$ cat config.mk
export PLATFORM = sky130hd
export DESIGN_NAME = tick_prescaler
export DESIGN_NICKNAME = d
export VERILOG_FILES = /design/src/rtl/tick_prescaler_pkg.sv /design/src/rtl/presc_counter.sv /design/src/rtl/pin_edge_sync.sv /design/src/rtl/tick_select.sv /design/src/rtl/tick_prescaler.sv
export SDC_FILE = /design/constraint.sdc
export NUM_CORES = 1
export LEC_CHECK = 0
export BUFFER_PORTS_ARGS = -buffer_cell sky130_fd_sc_hd__buf_2
export CELL_PAD_IN_SITES_DETAIL_PLACEMENT = 1
export CELL_PAD_IN_SITES_GLOBAL_PLACEMENT = 1
export CORE_UTILIZATION = 30
export DETAILED_ROUTE_END_ITERATION = 10
export HOLD_SLACK_MARGIN = 0.15
export PLACE_DENSITY_LB_ADDON = 0.1
export SETUP_SLACK_MARGIN = 0.05
export SKIP_CTS_REPAIR_TIMING = 1
export SYNTH_ARGS = -nofsm -noshare
export SYNTH_HDL_FRONTEND = slang
export SYNTH_HIERARCHICAL = 1
export SYNTH_SLANG_ARGS = --single-unit
$ cat constraint.sdc
create_clock -name clk -period 3.16 [get_ports clk]
set_input_delay 0.316 -clock clk [delete_from_list [all_inputs] [get_ports clk]]
set_output_delay 0.316 -clock clk [all_outputs]
set_load 0.05 [all_outputs]
$ cat src/rtl/tick_prescaler_pkg.sv
package tick_prescaler_pkg;

    // Tick source select codes
    typedef enum logic [2:0] {
        SEL_STOP     = 3'd0,
        SEL_DIV1     = 3'd1,
        SEL_DIV8     = 3'd2,
        SEL_DIV64    = 3'd3,
        SEL_DIV256   = 3'd4,
        SEL_DIV1024  = 3'd5,
        SEL_PIN_FALL = 3'd6,
        SEL_PIN_RISE = 3'd7
    } clk_sel_e;

    // Number of divided taps taken from the shared counter
    localparam int unsigned N_TAPS = 4;

    // log2 of the ratio for each tap, tap 0 being the smallest
    function automatic int unsigned tap_log2(int unsigned idx);
        case (idx)
            0:       return 3;
            1:       return 6;
            2:       return 8;
            default: return 10;
        endcase
    endfunction

    // Candidate tick sources gathered before selection
    typedef struct packed {
        logic [N_TAPS-1:0] div;
        logic              pin_rise;
        logic              pin_fall;
    } tick_src_t;

    function automatic logic is_divided(clk_sel_e s);
        return (s == SEL_DIV8) || (s == SEL_DIV64) ||
               (s == SEL_DIV256) || (s == SEL_DIV1024);
    endfunction

    // Map a divided select code onto its tap index
    function automatic logic [1:0] tap_index(clk_sel_e s);
        logic [2:0] d;
        d = 3'(s) - 3'd2;
        return d[1:0];
    endfunction

endpackage

$ cat src/rtl/presc_counter.sv
module presc_counter
    import tick_prescaler_pkg::*;
#(
    parameter int unsigned DIV_W = 10
) (
    input  logic              clk_i,
    input  logic              rst_i,
    input  logic              clr_i,
    output logic [N_TAPS-1:0] tap_o
);

    logic [DIV_W-1:0] cnt_q;

    always_ff @(posedge clk_i) begin
        if (rst_i || clr_i) begin
            cnt_q <= '0;
        end else begin
            cnt_q <= cnt_q + 1'b1;
        end
    end

    // A tap fires when its low counter bits are all ones; a clear masks it
    for (genvar g = 0; g < N_TAPS; g++) begin : g_tap
        localparam int unsigned L = tap_log2(g);
        assign tap_o[g] = !clr_i && (&cnt_q[L-1:0]);
    end

    // a clear leaves the counter at zero on the next cycle
    a_r5_clear_zeroes: assert property (@(posedge clk_i) disable iff (rst_i)
        clr_i |=> (cnt_q == '0));

    // without a clear the counter advances by one each clock
    a_r4_free_running: assert property (@(posedge clk_i) disable iff (rst_i)
        !clr_i |=> (cnt_q == ($past(cnt_q) + DIV_W'(1))));

endmodule

$ cat src/rtl/pin_edge_sync.sv
module pin_edge_sync #(
    parameter int unsigned SYNC_STAGES = 2
) (
    input  logic clk_i,
    input  logic rst_i,
    input  logic pin_i,
    output logic rise_o,
    output logic fall_o
);

    logic [SYNC_STAGES-1:0] sync_q;
    logic                   last_q;

    always_ff @(posedge clk_i) begin
        if (rst_i) begin
            sync_q <= '0;
            last_q <= 1'b0;
        end else begin
            sync_q <= {sync_q[SYNC_STAGES-2:0], pin_i};
            last_q <= sync_q[SYNC_STAGES-1];
        end
    end

    assign rise_o =  sync_q[SYNC_STAGES-1] && !last_q;
    assign fall_o = !sync_q[SYNC_STAGES-1] &&  last_q;

    // each detected transition lasts a single clock
    a_r6_rise_single: assert property (@(posedge clk_i) disable iff (rst_i)
        rise_o |=> !rise_o);
    a_r6_fall_single: assert property (@(posedge clk_i) disable iff (rst_i)
        fall_o |=> !fall_o);

endmodule

$ cat src/rtl/tick_select.sv
module tick_select
    import tick_prescaler_pkg::*;
(
    input  clk_sel_e  sel_i,
    input  tick_src_t src_i,
    output logic      tick_o
);

    always_comb begin
        tick_o = 1'b0;
        case (sel_i)
            SEL_STOP:     tick_o = 1'b0;
            SEL_DIV1:     tick_o = 1'b1;
            SEL_PIN_FALL: tick_o = src_i.pin_fall;
            SEL_PIN_RISE: tick_o = src_i.pin_rise;
            default:      tick_o = src_i.div[tap_index(sel_i)];
        endcase
    end

endmodule

$ cat src/rtl/tick_prescaler.sv
module tick_prescaler
    import tick_prescaler_pkg::*;
#(
    parameter int unsigned DIV_W       = 10,
    parameter int unsigned SYNC_STAGES = 2
) (
    input  logic       clk,
    input  logic       rst,
    input  logic [2:0] clk_sel,
    input  logic       presc_clr,
    input  logic       ext_pin,
    output logic       tick
);

    clk_sel_e  sel;
    tick_src_t src;
    logic      tick_d;
    logic      tick_q;

    assign sel = clk_sel_e'(clk_sel);

    presc_counter #(.DIV_W(DIV_W)) u_cnt (
        .clk_i (clk),
        .rst_i (rst),
        .clr_i (presc_clr),
        .tap_o (src.div)
    );

    pin_edge_sync #(.SYNC_STAGES(SYNC_STAGES)) u_pin (
        .clk_i  (clk),
        .rst_i  (rst),
        .pin_i  (ext_pin),
        .rise_o (src.pin_rise),
        .fall_o (src.pin_fall)
    );

    tick_select u_sel (
        .sel_i  (sel),
        .src_i  (src),
        .tick_o (tick_d)
    );

    always_ff @(posedge clk) begin
        if (rst) begin
            tick_q <= 1'b0;
        end else begin
            tick_q <= tick_d;
        end
    end

    assign tick = tick_q;

    // stopped mode gives no tick
    a_r2_stopped_quiet: assert property (@(posedge clk) disable iff (rst)
        (sel == SEL_STOP) |=> !tick);

    // every-clock mode keeps the tick high
    a_r3_every_clock: assert property (@(posedge clk) disable iff (rst)
        (sel == SEL_DIV1) |=> tick);

    // a divided tick is never followed by another one
    a_r4_divided_single: assert property (@(posedge clk) disable iff (rst)
        (tick && is_divided(sel) && $stable(clk_sel)) |=> !tick);

endmodule

==> impl_results.html, run 1 <==
<table>
<tr><th>Metric</th><th>Value</th></tr>
<tr><th colspan="2">Placement</th></tr>
<tr><td>Routability-driven placement congestion ratio</td><td>about 0.64</td></tr>
<tr><td>Number of placed cells counting well taps</td><td>103</td></tr>
<tr><td>Total half-perimeter wirelength after legalization and detailed placement</td><td>~880 um</td></tr>
<tr><td>Number of buffers inserted by port buffering</td><td>7</td></tr>
<tr><th colspan="2">STA</th></tr>
<tr><td>Time the worst path needs with I/O delays and setup</td><td>1790 ps</td></tr>
<tr><td>Worst-Margin Slew</td><td>between 300 and 400 ps</td></tr>
<tr><td>Worst slew slack as a fraction of its limit</td><td>0.783</td></tr>
<tr><td>Worst Clk Skew</td><td>2.80 ps</td></tr>
<tr><td>Final setup vio count</td><td>0</td></tr>
<tr><td>Maximum achievable frequency</td><td>~560 MHz</td></tr>
<tr><td>Max Transition Viols Final</td><td>0</td></tr>
<tr><td>Final setup TNS</td><td>0 ps</td></tr>
<tr><td>Unrepaired setup endpoints after global routing</td><td>false</td></tr>
<tr><td>Hold Worst Slack</td><td>approximately 250 ps</td></tr>
<tr><td>Number of endpoints with negative hold slack in the final report</td><td>0</td></tr>
<tr><td>Final period utilization</td><td>0.565</td></tr>
<tr><th colspan="2">Route</th></tr>
<tr><td>Remaining number of nets flagged by the antenna check after routing</td><td>0</td></tr>
<tr><td>Starting DRC count in detailed routing</td><td>3</td></tr>
<tr><td>Average detailed-routed wire length per instance</td><td>between 10 and 15 um</td></tr>
<tr><td>Wire length reported by the detailed router</td><td>1.18 mm</td></tr>
<tr><td>Residual DRC</td><td>0</td></tr>
<tr><td>Routed wl met3</td><td>around 28 um</td></tr>
<tr><td>Wire length the detailed router placed on met1</td><td>between 600 and 700 um</td></tr>
<tr><td>Number of vias after detailed routing</td><td>approximately 520</td></tr>
<tr><td>DR top layer</td><td>met4</td></tr>
<tr><td>Total length of routed met2 wires</td><td>between 500 and 600 um</td></tr>
<tr><td>Detail-routed via count per cell</td><td>about 4.9</td></tr>
<tr><td>Length of the first detailed-routing pass in iterations</td><td>4</td></tr>
<tr><th colspan="2">Yosys</th></tr>
<tr><td>Biggest area consumer among synthesized cells</td><td>sky130_fd_sc_hd__dfxtp_1</td></tr>
<tr><td>Synth area leaders</td><td>sky130_fd_sc_hd__dfxtp_1 (44%), sky130_fd_sc_hd__nor2b_1 (6.8%), sky130_fd_sc_hd__a21oi_1 (3.9%)</td></tr>
<tr><td>Cell with the most instances after synthesis</td><td>sky130_fd_sc_hd__dfxtp_1</td></tr>
<tr><td>Number of synthesized flops with an enable pin</td><td>0</td></tr>
<tr><td>Dominant synthesized flop cell</td><td>sky130_fd_sc_hd__dfxtp_1</td></tr>
<tr><td>Post-synthesis instance area</td><td>between 600 and 700 um^2</td></tr>
<tr><td>Post-synthesis net count</td><td>approximately 80</td></tr>
<tr><td>Count of cell types in the netlist</td><td>27</td></tr>
<tr><td>Average size of a mapped cell</td><td>between 9 and 10 um^2</td></tr>
<tr><td>Top post-synthesis cells by count</td><td>sky130_fd_sc_hd__dfxtp_1 (14), sky130_fd_sc_hd__nor2b_1 (7), sky130_fd_sc_hd__a21oi_1 (5), sky130_fd_sc_hd__nand3_1 (5), sky130_fd_sc_hd__nor2_1 (4)</td></tr>
<tr><td>Warnings, synthesis</td><td>6</td></tr>
<tr><td>Share of the yosys chip area belonging to registers</td><td>0.437</td></tr>
<tr><td>Flops &amp; latches, synth</td><td>14</td></tr>
<tr><td>Ys async rst share</td><td>0</td></tr>
<tr><td>Cells after Synth</td><td>70</td></tr>
<tr><td>Post-synth top area share</td><td>0.437</td></tr>
<tr><th colspan="2">Critical path</th></tr>
<tr><td>Startpoint of the most critical setup path</td><td>u_cnt/cnt_q[0]$_SDFF_PP0_</td></tr>
<tr><td>Critical R2R Launch</td><td>u_cnt/cnt_q[0]$_SDFF_PP0_</td></tr>
<tr><td>Cells along the critical path</td><td>ha_1 -&gt; inv_1 -&gt; nor4_1 -&gt; and3_1 -&gt; nor2b_1 -&gt; o21ai_0 -&gt; a211o_1 -&gt; nor2b_4</td></tr>
<tr><td>Category of the worst setup path capture point</td><td>flip-flop</td></tr>
<tr><td>Slowest CP cell</td><td>sky130_fd_sc_hd__dfxtp_1</td></tr>
<tr><td>CP Data Required Time</td><td>between 3000 and 4000 ps</td></tr>
<tr><td>Worst Path Arrival</td><td>2010 ps</td></tr>
<tr><td>Nature of the critical path startpoint</td><td>flip-flop</td></tr>
<tr><td>Highest net fanout along the worst path</td><td>6</td></tr>
<tr><td>Worst Path Class, Setup</td><td>flip-flop to flip-flop</td></tr>
<tr><td>Maximum cell stage delay along the critical path</td><td>around 400 ps</td></tr>
<tr><th colspan="2">Global routing</th></tr>
<tr><td>Antenna violations before repair</td><td>0</td></tr>
<tr><td>Global-route wire length before repair</td><td>between 1.5 and 2 mm</td></tr>
<tr><td>Pin count of the biggest net entering global routing</td><td>11</td></tr>
<tr><td>Sum of overflow across all layers after global routing</td><td>0</td></tr>
<tr><td>Via count of the first global-routing pass</td><td>roughly 470</td></tr>
<tr><td>Global routing usage summed across all routing layers</td><td>0.118</td></tr>
<tr><th colspan="2">Layout</th></tr>
<tr><td>Area grow syn2layout</td><td>15.8%</td></tr>
<tr><td>Share of post-route cells with drive strength above 1</td><td>0.188</td></tr>
<tr><td>N_diodes</td><td>0</td></tr>
<tr><td>Number of nets in the layout</td><td>90</td></tr>
<tr><td>Non-filler cells in the finished layout</td><td>around 110</td></tr>
<tr><th colspan="2">Clock tree</th></tr>
<tr><td>Clock latency reported for the late side of the worst-skew pair</td><td>270 ps</td></tr>
<tr><td>Root Buffer</td><td>sky130_fd_sc_hd__clkbuf_4</td></tr>
<tr><td>TritonCTS Buffers</td><td>3</td></tr>
<tr><td>TritonCTS clock tree</td><td>yes</td></tr>
<tr><td>Number of levels the H-tree was split into</td><td>1</td></tr>
<tr><td>Number of clock sinks seen by CTS</td><td>14</td></tr>
<tr><td>Clock-pin transition on the worst setup and hold timing paths</td><td>approximately 90 ps</td></tr>
<tr><td>Max Root-Sink Buffers</td><td>2</td></tr>
<tr><th colspan="2">Floorplan</th></tr>
<tr><td>Die Area</td><td>around 2300 um^2</td></tr>
<tr><td>Row count</td><td>16</td></tr>
<tr><td>Core area</td><td>~2000 um^2</td></tr>
<tr><td>Vertical extent of the die</td><td>roughly 48 um</td></tr>
<tr><td>Die outline width</td><td>48.3 um</td></tr>
<tr><td>Starting utilization of the core area</td><td>0.324</td></tr>
<tr><td>Boundary pin count</td><td>8</td></tr>
<tr><th colspan="2">Min path</th></tr>
<tr><td>Worst Min Path Start</td><td>ext_pin</td></tr>
<tr><td>Worst min-delay path category</td><td>primary input to flip-flop</td></tr>
<tr><th colspan="2">Outcome</th></tr>
<tr><td>Result of the run</td><td>complete, no violations</td></tr>
<tr><th colspan="2">Pwr</th></tr>
<tr><td>Power per unit of standard cell area</td><td>between 400 and 500 nW/um^2</td></tr>
<tr><td>Leakage power</td><td>between 0.2 and 0.3 nW</td></tr>
<tr><td>Maximum resistive drop on vdd</td><td>roughly 0.33 mV</td></tr>
<tr><th colspan="2">Flow run</th></tr>
<tr><td>Count of max-cap constraint violations</td><td>0</td></tr>
</table>
[final timing paths]
| path | cells after the start | slack (ps) | to |
|---|---|---|---|
| max | 8 | 1370 | tick$_SDFF_PP0_ |
| min | 2 | 250 | u_pin/sync_q[0]$_SDFF_PP0_ |
| max reg2reg | 8 | 1370 | tick$_SDFF_PP0_ |
| min reg2reg | 1 | 460 | u_pin/sync_q[1]$_SDFF_PP0_ |
[registers in the layout, summed over array words and instances, names as in the netlist]
| register | cells |
|---|---|
| u_pin/sync_q | 2 |
| u_pin/last_q | 1 |
| u_cnt/cnt_q | 10 |
| tick | 1 |
[area by class of cell]
| cell class | instances | area (um^2) |
|---|---|---|
| fillers | 242 | 1240 |
| clock buffers | 4 | 36.3 |
| repair buffers | 7 | 35.0 |
| flip-flops and latches | 14 | 280 |
| well taps | 27 | 33.8 |
| multi-input cells | 53 | 350 |
| inverters | 2 | 7.51 |
[kinds of logic after synthesis]
logic type	count (synthesis)	share of synthesized area
AND/OR/NAND/NOR	35	0.345
AO/OA/AOI/OAI	13	0.119
flip-flops	14	0.437
XOR/XNOR	2	0.0273
adder cells (fa/ha/maj)	2	0.0390
multiplexers	1	0.0156
buffers and inverters	3	0.0175
[metrics by stage]
step | util | power, mW | cell area [um^2] | worst slack (ps)
2_1_floorplan | - | 0.195 | 642 | 1610
3_3_place_gp | 0.357 | 0.204 | 707 | 1420
3_5_place_dp | 0.357 | 0.204 | 707 | 1380
4_1_cts | 0.375 | 0.334 | 743 | 1340
5_1_grt | 0.375 | 0.343 | 743 | 1180
6_report | 0.375 | 0.327 | 743 | 1370
[cells in the final DEF, fill, tap and decap left out, types with 2 or more instances in the layout]
cell type and n:
sky130_fd_sc_hd__inv_1 2, sky130_fd_sc_hd__o21ai_0 3, sky130_fd_sc_hd__nor2_1 4, sky130_fd_sc_hd__or4_1 3, sky130_fd_sc_hd__nor2b_1 7, sky130_fd_sc_hd__buf_2 7
sky130_fd_sc_hd__dfxtp_1 14, sky130_fd_sc_hd__and2_1 2, sky130_fd_sc_hd__nand3_1 5, sky130_fd_sc_hd__nor3_1 2, sky130_fd_sc_hd__clkbuf_4 3, sky130_fd_sc_hd__nand2_1 3
sky130_fd_sc_hd__a21oi_1 5, sky130_fd_sc_hd__o31ai_1 3, sky130_fd_sc_hd__ha_1 2, sky130_fd_sc_hd__xor2_1 2
[worst max-delay path: cells and delay by family (launching register included)]
family                     cells  cell delay, ps
AOI/OAI and AO/OA              2             290
adders and majority gates      1             220
buffers and inverters          1             110
DFF                            1             390
and+or+nand+nor                4             720
[power by group]
part	internal, mW	switching, mW
Combinational	0.00809	0.0101
Clock	0.0699	0.0573
Sequential	0.179	0.00179
Total	0.257	0.0693
[per-layer routing]
metal | up-vias | global-route usage
li1 | 269 | -
met1 | 247 | 0.168
met2 | 4 | 0.181
met3 | 2 | 0.0222
met4 | 0 | 0.0333
met5 | - | 0
Power figures use the tool's default switching activity.
==> run 2: changes to the inputs <==
clock period = 1.5 ns   (was 3.16 ns; I/O delays follow)
==> run 2 against run 1 <==
Against the previous run: critical path depth unchanged; combinational power rose to 3.0 times the previous value; sequential share of layout area down 4.7 points; worst setup slack worse by 1300 ps; sequential power up 110%; global-route usage up 0.75 points; final cell count up 10%; register-to-register slack worse by 1300 ps; via count up 7.1%; sequential cell count unchanged; largest power group unchanged.
==> impl_results.html, run 2 (synthesis results as in run 1) <==
<table>
<tr><th>Metric</th><th>Value</th></tr>
<tr><th colspan="2">Clock tree</th></tr>
<tr><td>TritonCTS clock tree</td><td>yes</td></tr>
<tr><td>Root Buffer</td><td>sky130_fd_sc_hd__clkbuf_4</td></tr>
<tr><td>Clock-pin transition on the worst setup and hold timing paths</td><td>about 80 ps</td></tr>
<tr><td>Number of levels the H-tree was split into</td><td>1</td></tr>
<tr><td>Number of clock sinks seen by CTS</td><td>14</td></tr>
<tr><td>Max Root-Sink Buffers</td><td>2</td></tr>
<tr><td>Clock latency reported for the late side of the worst-skew pair</td><td>between 200 and 300 ps</td></tr>
<tr><td>TritonCTS Buffers</td><td>3</td></tr>
<tr><th colspan="2">Critical path</th></tr>
<tr><td>Setup slack on the worst flop-to-flop path</td><td>a little over 70 ps</td></tr>
<tr><td>Depth of the worst register-to-register path</td><td>8</td></tr>
<tr><td>Critical R2R Launch</td><td>u_cnt/cnt_q[0]$_SDFF_PP0_</td></tr>
<tr><td>CP Capture Point</td><td>tick$_SDFF_PP0_</td></tr>
<tr><td>CP Data Required Time</td><td>about 1700 ps</td></tr>
<tr><td>Highest net fanout along the worst path</td><td>3</td></tr>
<tr><td>Nature of the critical path startpoint</td><td>flip-flop</td></tr>
<tr><td>Startpoint of the most critical setup path</td><td>u_cnt/cnt_q[0]$_SDFF_PP0_</td></tr>
<tr><td>Worst Path Class, Setup</td><td>flip-flop to flip-flop</td></tr>
<tr><td>Reg-to-reg endpoint</td><td>tick$_SDFF_PP0_</td></tr>
<tr><td>Worst Path Arrival</td><td>between 1500 and 2000 ps</td></tr>
<tr><td>Category of the worst setup path capture point</td><td>flip-flop</td></tr>
<tr><th colspan="2">Route</th></tr>
<tr><td>Number of vias after detailed routing</td><td>between 500 and 600</td></tr>
<tr><td>Average detailed-routed wire length per instance</td><td>11.2 um</td></tr>
<tr><td>Detail-routed via count per cell</td><td>4.74</td></tr>
<tr><td>Wire length reported by the detailed router</td><td>roughly 1.3 mm</td></tr>
<tr><td>Length of the first detailed-routing pass in iterations</td><td>1</td></tr>
<tr><td>Starting DRC count in detailed routing</td><td>0</td></tr>
<tr><td>Remaining number of nets flagged by the antenna check after routing</td><td>0</td></tr>
<tr><td>Residual DRC</td><td>0</td></tr>
<tr><th colspan="2">Pwr</th></tr>
<tr><td>Power per unit of standard cell area</td><td>around 730 nW/um^2</td></tr>
<tr><td>Maximum resistive drop on vdd</td><td>between 0.4 and 0.5 mV</td></tr>
<tr><td>Leakage power</td><td>0.353 nW</td></tr>
<tr><th colspan="2">Layout</th></tr>
<tr><td>Registers with the most flip-flops</td><td>u_cnt/cnt_q (10), u_pin/sync_q (2)</td></tr>
<tr><td>N_diodes</td><td>0</td></tr>
<tr><td>Share of post-route cells with drive strength above 1</td><td>0.374</td></tr>
<tr><td>Number of nets in the layout</td><td>between 100 and 150</td></tr>
<tr><td>Most common cell after layout, fill and taps aside</td><td>sky130_fd_sc_hd__dfxtp_2</td></tr>
<tr><td>Non-filler cells in the finished layout</td><td>118</td></tr>
<tr><td>Area grow syn2layout</td><td>36.8%</td></tr>
<tr><td>Most used cells in the layout excluding fill and tap cells</td><td>sky130_fd_sc_hd__dfxtp_2 (8), sky130_fd_sc_hd__buf_2 (7), sky130_fd_sc_hd__nor2b_1 (7), sky130_fd_sc_hd__buf_4 (7), sky130_fd_sc_hd__dfxtp_1 (6)</td></tr>
<tr><td>Register containing the most flip-flops in the final layout</td><td>u_cnt/cnt_q</td></tr>
<tr><td>Largest register FFs</td><td>10</td></tr>
<tr><td>Share of the core filled with cells</td><td>0.443</td></tr>
<tr><td>Layout Cell Area excl Fill</td><td>about 880 um^2</td></tr>
<tr><th colspan="2">STA</th></tr>
<tr><td>Final period utilization</td><td>0.952</td></tr>
<tr><td>Final setup TNS</td><td>0 ps</td></tr>
<tr><td>Max Transition Viols Final</td><td>0</td></tr>
<tr><td>Final setup margin</td><td>slightly above 70 ps</td></tr>
<tr><td>Worst-Margin Slew</td><td>approximately 260 ps</td></tr>
<tr><td>Time the worst path needs with I/O delays and setup</td><td>around 1400 ps</td></tr>
<tr><td>Final setup vio count</td><td>0</td></tr>
<tr><td>Worst slew slack as a fraction of its limit</td><td>0.826</td></tr>
<tr><td>Maximum achievable frequency</td><td>approximately 700 MHz</td></tr>
<tr><td>Worst Clk Skew</td><td>between 0.4 and 0.5 ps</td></tr>
<tr><td>Unrepaired setup endpoints after global routing</td><td>true</td></tr>
<tr><td>Number of endpoints with negative hold slack in the final report</td><td>0</td></tr>
<tr><th colspan="2">Global routing</th></tr>
<tr><td>Global routing usage summed across all routing layers</td><td>0.126</td></tr>
<tr><td>Global-route wire length before repair</td><td>roughly 2 mm</td></tr>
<tr><td>Antenna violations before repair</td><td>0</td></tr>
<tr><td>Global routing usage on met3</td><td>0.0333</td></tr>
<tr><td>Global Route met2 Usage</td><td>0.184</td></tr>
<tr><td>Via count of the first global-routing pass</td><td>479</td></tr>
<tr><td>M1 GR Usage</td><td>0.168</td></tr>
<tr><td>Sum of overflow across all layers after global routing</td><td>0</td></tr>
<tr><td>Pin count of the biggest net entering global routing</td><td>9</td></tr>
<tr><td>Busiest grt layer</td><td>met2</td></tr>
<tr><th colspan="2">Floorplan</th></tr>
<tr><td>Row count</td><td>16</td></tr>
<tr><td>Core area</td><td>around 2000 um^2</td></tr>
<tr><td>Die outline width</td><td>48.3 um</td></tr>
<tr><td>Die Area</td><td>approximately 2300 um^2</td></tr>
<tr><td>Starting utilization of the core area</td><td>0.324</td></tr>
<tr><td>Boundary pin count</td><td>8</td></tr>
<tr><td>Vertical extent of the die</td><td>around 48 um</td></tr>
<tr><th colspan="2">Placement</th></tr>
<tr><td>Worst-case setup slack after placement</td><td>-21.8 ps</td></tr>
<tr><td>Total half-perimeter wirelength after legalization and detailed placement</td><td>slightly below 1 mm</td></tr>
<tr><td>Placed Instance Area</td><td>roughly 760 um^2</td></tr>
<tr><td>Routability-driven placement congestion ratio</td><td>approximately 0.67</td></tr>
<tr><td>Number of buffers inserted by port buffering</td><td>7</td></tr>
<tr><td>Number of placed cells counting well taps</td><td>109</td></tr>
<tr><th colspan="2">Outcome</th></tr>
<tr><td>Result of the run</td><td>complete, no violations</td></tr>
<tr><th colspan="2">Min path</th></tr>
<tr><td>Worst Min Path Start</td><td>rst</td></tr>
<tr><td>Worst min-delay path category</td><td>primary input to flip-flop</td></tr>
<tr><th colspan="2">Flow run</th></tr>
<tr><td>Count of max-cap constraint violations</td><td>0</td></tr>
</table>
run 2: cell count changes in the layout (fill, tap and decap cells not counted), moves of 5 or more:
cell                            before  now
sky130_fd_sc_hd__dfxtp_1            14    6
sky130_fd_sc_hd__dfxtp_2             0    8
sky130_fd_sc_hd__buf_4               0    7
sky130_fd_sc_hd__dlygate4sd3_1       0    5
run 2: worst max-delay path, cell delays in order, from the launching register on:
cell and delay [ps]:
sky130_fd_sc_hd__dfxtp_2 340, sky130_fd_sc_hd__ha_4 170, sky130_fd_sc_hd__inv_4 60, sky130_fd_sc_hd__nor4_4 30, sky130_fd_sc_hd__buf_4 130, sky130_fd_sc_hd__mux2i_1 120, sky130_fd_sc_hd__o21ai_1 70, sky130_fd_sc_hd__a211o_1 290
sky130_fd_sc_hd__nor2b_4 120
run 2: cell type report:
class                           count  area, um^2
Sequential cell                    14         290
Fill cell                         229        1100
Clock buffer                        3        22.5
Tap cell                           27        33.8
Timing Repair Buffer               19         138
Multi-Input combinational cell     53         384
Inverter                            2        10.0
run 2: metrics by stage:
step                total power, mW  hold slack (ps)
floorplan                     0.411              214
global placement              0.435              371
detailed placement            0.435              374
CTS                           0.645             81.5
global route                  0.672              253
finish                        0.643              235
run 2: how the worst min path moves through the flow:
stage                     cells after the start                    endpoint  slack, ps
final                                         3   u_cnt/cnt_q[1]$_SDFF_PP0_        230
after global routing                          3   u_cnt/cnt_q[2]$_SDFF_PP0_        250
after CTS                                     2  u_pin/sync_q[0]$_SDFF_PP0_         80
after detailed placement                      2  u_pin/sync_q[0]$_SDFF_PP0_        370
after global placement                        2  u_pin/sync_q[0]$_SDFF_PP0_        370
after floorplan                               1             tick$_SDFF_PP0_        210
run 2: per-layer routing:
metal,vias to the layer above,routed length [um],part of all wire
li1,292,-,-
met1,261,702,0.53
met2,4,581,0.44
met3,2,20,0.015
met4,0,13,0.0099
met5,-,0,0
run 2: where the power goes:
group,leakage (nW),switching [mW],internal [mW]
registers,0.118,0.00400,0.378
clock network,0.0138,0.113,0.0927
logic,0.221,0.0265,0.0286
total,0.353,0.143,0.500
==> run 3: changes to the inputs <==
CAP_MARGIN = 20   (was default)
CORE_UTILIZATION = 36   (was 30)
==> run 3 against run 2 <==
Against the previous run: the run now ends with setup timing left; global-route usage is 6.8 points higher; final cell count is 5.9% lower; worst setup slack worse by 100 ps; critical path depth stayed put; critical path type unchanged.
==> impl_results.html, run 3 (synthesis results as in run 1) <==
<table>
<tr><th>Metric</th><th>Value</th></tr>
<tr><th colspan="2">Route</th></tr>
<tr><td>Average detailed-routed wire length per instance</td><td>about 17 um</td></tr>
<tr><td>Residual DRC</td><td>0</td></tr>
<tr><td>Wire length reported by the detailed router</td><td>1.90 mm</td></tr>
<tr><td>Detail-routed via count per cell</td><td>5.54</td></tr>
<tr><td>Starting DRC count in detailed routing</td><td>4</td></tr>
<tr><td>Remaining number of nets flagged by the antenna check after routing</td><td>0</td></tr>
<tr><td>Length of the first detailed-routing pass in iterations</td><td>4</td></tr>
<tr><td>Number of vias after detailed routing</td><td>between 600 and 700</td></tr>
<tr><th colspan="2">Critical path</th></tr>
<tr><td>Worst Path Class, Setup</td><td>flip-flop to flip-flop</td></tr>
<tr><td>Depth of the worst register-to-register path</td><td>8</td></tr>
<tr><td>Nature of the critical path startpoint</td><td>flip-flop</td></tr>
<tr><td>Startpoint of the most critical setup path</td><td>u_cnt/cnt_q[0]$_SDFF_PP0_</td></tr>
<tr><td>CP Data Required Time</td><td>~1700 ps</td></tr>
<tr><td>Setup slack on the worst flop-to-flop path</td><td>-30 ps</td></tr>
<tr><td>Maximum cell stage delay along the critical path</td><td>~350 ps</td></tr>
<tr><td>Slowest CP cell</td><td>sky130_fd_sc_hd__dfxtp_2</td></tr>
<tr><td>Gate family responsible for the most delay along the worst path</td><td>simple AND/OR/NAND/NOR gates</td></tr>
<tr><td>Worst path buffer plus inverter count</td><td>1</td></tr>
<tr><td>Highest net fanout along the worst path</td><td>2</td></tr>
<tr><td>Reg-to-reg endpoint</td><td>tick$_SDFF_PP0_</td></tr>
<tr><td>Worst Path Arrival</td><td>approximately 1700 ps</td></tr>
<tr><td>Category of the worst setup path capture point</td><td>flip-flop</td></tr>
<tr><td>Critical R2R Launch</td><td>u_cnt/cnt_q[0]$_SDFF_PP0_</td></tr>
<tr><td>Cells along the critical path</td><td>ha_4 -&gt; inv_4 -&gt; nor4_4 -&gt; and3_1 -&gt; nor2b_1 -&gt; o21ai_1 -&gt; a211o_1 -&gt; nor2b_4</td></tr>
<tr><th colspan="2">Clock tree</th></tr>
<tr><td>Root Buffer</td><td>sky130_fd_sc_hd__clkbuf_4</td></tr>
<tr><td>Clock latency reported for the late side of the worst-skew pair</td><td>just under 300 ps</td></tr>
<tr><td>TritonCTS clock tree</td><td>yes</td></tr>
<tr><td>Number of levels the H-tree was split into</td><td>1</td></tr>
<tr><td>TritonCTS Buffers</td><td>3</td></tr>
<tr><td>Clock-pin transition on the worst setup and hold timing paths</td><td>80 ps</td></tr>
<tr><td>Max Root-Sink Buffers</td><td>2</td></tr>
<tr><td>Number of clock sinks seen by CTS</td><td>14</td></tr>
<tr><th colspan="2">Placement</th></tr>
<tr><td>Total half-perimeter wirelength after legalization and detailed placement</td><td>roughly 1.1 mm</td></tr>
<tr><td>Number of buffers inserted by port buffering</td><td>7</td></tr>
<tr><td>Routability-driven placement congestion ratio</td><td>~0.78</td></tr>
<tr><td>Placed Instance Area</td><td>approximately 770 um^2</td></tr>
<tr><th colspan="2">STA</th></tr>
<tr><td>Worst-Margin Slew</td><td>slightly below 300 ps</td></tr>
<tr><td>Final setup vio count</td><td>1</td></tr>
<tr><td>Number of endpoints with negative hold slack in the final report</td><td>0</td></tr>
<tr><td>Hold Worst Slack</td><td>roughly 240 ps</td></tr>
<tr><td>Final setup margin</td><td>-29.9 ps</td></tr>
<tr><td>Final period utilization</td><td>1.02</td></tr>
<tr><td>Time the worst path needs with I/O delays and setup</td><td>around 1500 ps</td></tr>
<tr><td>Maximum achievable frequency</td><td>between 600 and 700 MHz</td></tr>
<tr><td>Unrepaired setup endpoints after global routing</td><td>true</td></tr>
<tr><td>Worst slew slack as a fraction of its limit</td><td>0.805</td></tr>
<tr><td>Worst Clk Skew</td><td>about 7 ps</td></tr>
<tr><td>Max Transition Viols Final</td><td>0</td></tr>
<tr><th colspan="2">Layout</th></tr>
<tr><td>Multi-input gate area in the final layout</td><td>around 430 um^2</td></tr>
<tr><td>Most used cells in the layout excluding fill and tap cells</td><td>sky130_fd_sc_hd__buf_4 (9), sky130_fd_sc_hd__buf_2 (7), sky130_fd_sc_hd__dfxtp_1 (6), sky130_fd_sc_hd__dfxtp_2 (6), sky130_fd_sc_hd__nor2b_1 (6)</td></tr>
<tr><td>Area grow syn2layout</td><td>48.1%</td></tr>
<tr><td>Registers with the most flip-flops</td><td>u_cnt/cnt_q (10), u_pin/sync_q (2)</td></tr>
<tr><td>Fill count</td><td>approximately 180</td></tr>
<tr><td>Largest register FFs</td><td>10</td></tr>
<tr><td>Most common cell after layout, fill and taps aside</td><td>sky130_fd_sc_hd__buf_4</td></tr>
<tr><td>Share of post-route cells with drive strength above 1</td><td>0.484</td></tr>
<tr><td>Total area of sequential cells</td><td>slightly below 300 um^2</td></tr>
<tr><td>Layout Cell Area excl Fill</td><td>between 900 and 1000 um^2</td></tr>
<tr><td>Register containing the most flip-flops in the final layout</td><td>u_cnt/cnt_q</td></tr>
<tr><td>Number of nets in the layout</td><td>roughly 110</td></tr>
<tr><td>N_diodes</td><td>0</td></tr>
<tr><th colspan="2">Floorplan</th></tr>
<tr><td>Core area</td><td>1580 um^2</td></tr>
<tr><td>Starting utilization of the core area</td><td>0.407</td></tr>
<tr><td>Vertical extent of the die</td><td>between 40 and 50 um</td></tr>
<tr><td>Die outline width</td><td>around 44 um</td></tr>
<tr><td>Row count</td><td>14</td></tr>
<tr><td>Boundary pin count</td><td>8</td></tr>
<tr><td>Die Area</td><td>1960 um^2</td></tr>
<tr><th colspan="2">Min path</th></tr>
<tr><td>Worst Min Path Start</td><td>clk_sel[2]</td></tr>
<tr><td>Terminating pin of the worst hold path</td><td>tick$_SDFF_PP0_</td></tr>
<tr><td>Worst min-delay path category</td><td>primary input to flip-flop</td></tr>
<tr><td>Worst hold path depth</td><td>3</td></tr>
<tr><th colspan="2">Global routing</th></tr>
<tr><td>Pin count of the biggest net entering global routing</td><td>10</td></tr>
<tr><td>Antenna violations before repair</td><td>0</td></tr>
<tr><td>Busiest grt layer</td><td>met2</td></tr>
<tr><td>M1 GR Usage</td><td>0.194</td></tr>
<tr><td>Via count of the first global-routing pass</td><td>610</td></tr>
<tr><td>Global routing usage summed across all routing layers</td><td>0.194</td></tr>
<tr><td>Sum of overflow across all layers after global routing</td><td>0</td></tr>
<tr><td>Global-route wire length before repair</td><td>~2.6 mm</td></tr>
<tr><td>Global routing usage on met3</td><td>0.0857</td></tr>
<tr><td>Global Route met2 Usage</td><td>0.332</td></tr>
<tr><th colspan="2">Pwr</th></tr>
<tr><td>Power per unit of standard cell area</td><td>between 700 and 800 nW/um^2</td></tr>
<tr><td>Switching part of the total power</td><td>0.238</td></tr>
<tr><td>P_sw</td><td>approximately 170 uW</td></tr>
<tr><td>Maximum resistive drop on vdd</td><td>about 0.61 mV</td></tr>
<tr><td>Sequential fraction of design power</td><td>0.522</td></tr>
<tr><td>Int Pwr</td><td>around 550 uW</td></tr>
<tr><td>Clk pwr share</td><td>0.389</td></tr>
<tr><td>Leakage power</td><td>~0.38 nW</td></tr>
<tr><td>Share of total power in combinational logic</td><td>0.089</td></tr>
<tr><th colspan="2">Outcome</th></tr>
<tr><td>Result of the run</td><td>complete, but fails checks</td></tr>
<tr><td>Violations in the final reports</td><td>setup timing</td></tr>
<tr><th colspan="2">Flow run</th></tr>
<tr><td>Count of max-cap constraint violations</td><td>0</td></tr>
</table>
[run 3: metrics by stage]
stage / total power [mW] / setup WS, ps / instances / util / TNS, ps
finish: 0.728 / -29.9 / 111 / 0.603 / -29.9
floorplan: 0.411 / 72.3 / 70 / - / 0
global placement: 0.435 / 52.8 / 101 / 0.489 / 0
CTS: 0.720 / -85.0 / 105 / 0.512 / -85.0
global route: 0.758 / -107 / 111 / 0.603 / -107
detailed placement: 0.437 / -57.8 / 101 / 0.489 / -57.8
[run 3: worst max-delay path by stage]
| stage | end | slack [ps] | cells after the start |
|---|---|---|---|
| floorplan | tick$_SDFF_PP0_ | 70 | 8 |
| global placement | tick$_SDFF_PP0_ | 50 | 8 |
| detailed placement | tick$_SDFF_PP0_ | -60 | 8 |
| CTS | tick$_SDFF_PP0_ | -80 | 8 |
| global route | tick$_SDFF_PP0_ | -110 | 7 |
| finish | tick$_SDFF_PP0_ | -30 | 8 |
[run 3: area by class of cell]
cell class,count,share of cell area
multi-input cells,53,0.447
flip-flops and latches,14,0.311
repair buffers,22,0.172
clock buffers,4,0.0382
well taps,16,0.0211
inverters,2,0.0105
[run 3: power by group through the flow]
stage | sequential [mW] | clock [mW] | combinational, mW
after detailed placement | 0.390 | 0 | 0.0468
after global routing | 0.381 | 0.308 | 0.0688
final | 0.380 | 0.283 | 0.0645
after floorplan | 0.393 | 0 | 0.0179
after global placement | 0.390 | 0 | 0.0449
after CTS | 0.382 | 0.291 | 0.0476
[run 3: routing by layer]
layer / part of all wire / vias to the layer above / routed length (um)
li1: - / 299 / -
met4: 0.036 / 0 / 68
met2: 0.55 / 10 / 1040
met3: 0.029 / 6 / 56
met1: 0.39 / 300 / 737
met5: 0 / - / 0
[run 3: worst register-to-register path, delay by kind of cell (launching register included)]
kind,cells,cell delay [ps]
AND/OR/NAND/NOR,4,500
flip-flops,1,350
AO/OA/AOI/OAI,2,350
adder cells (fa/ha/maj),1,170
buffers and inverters,1,60
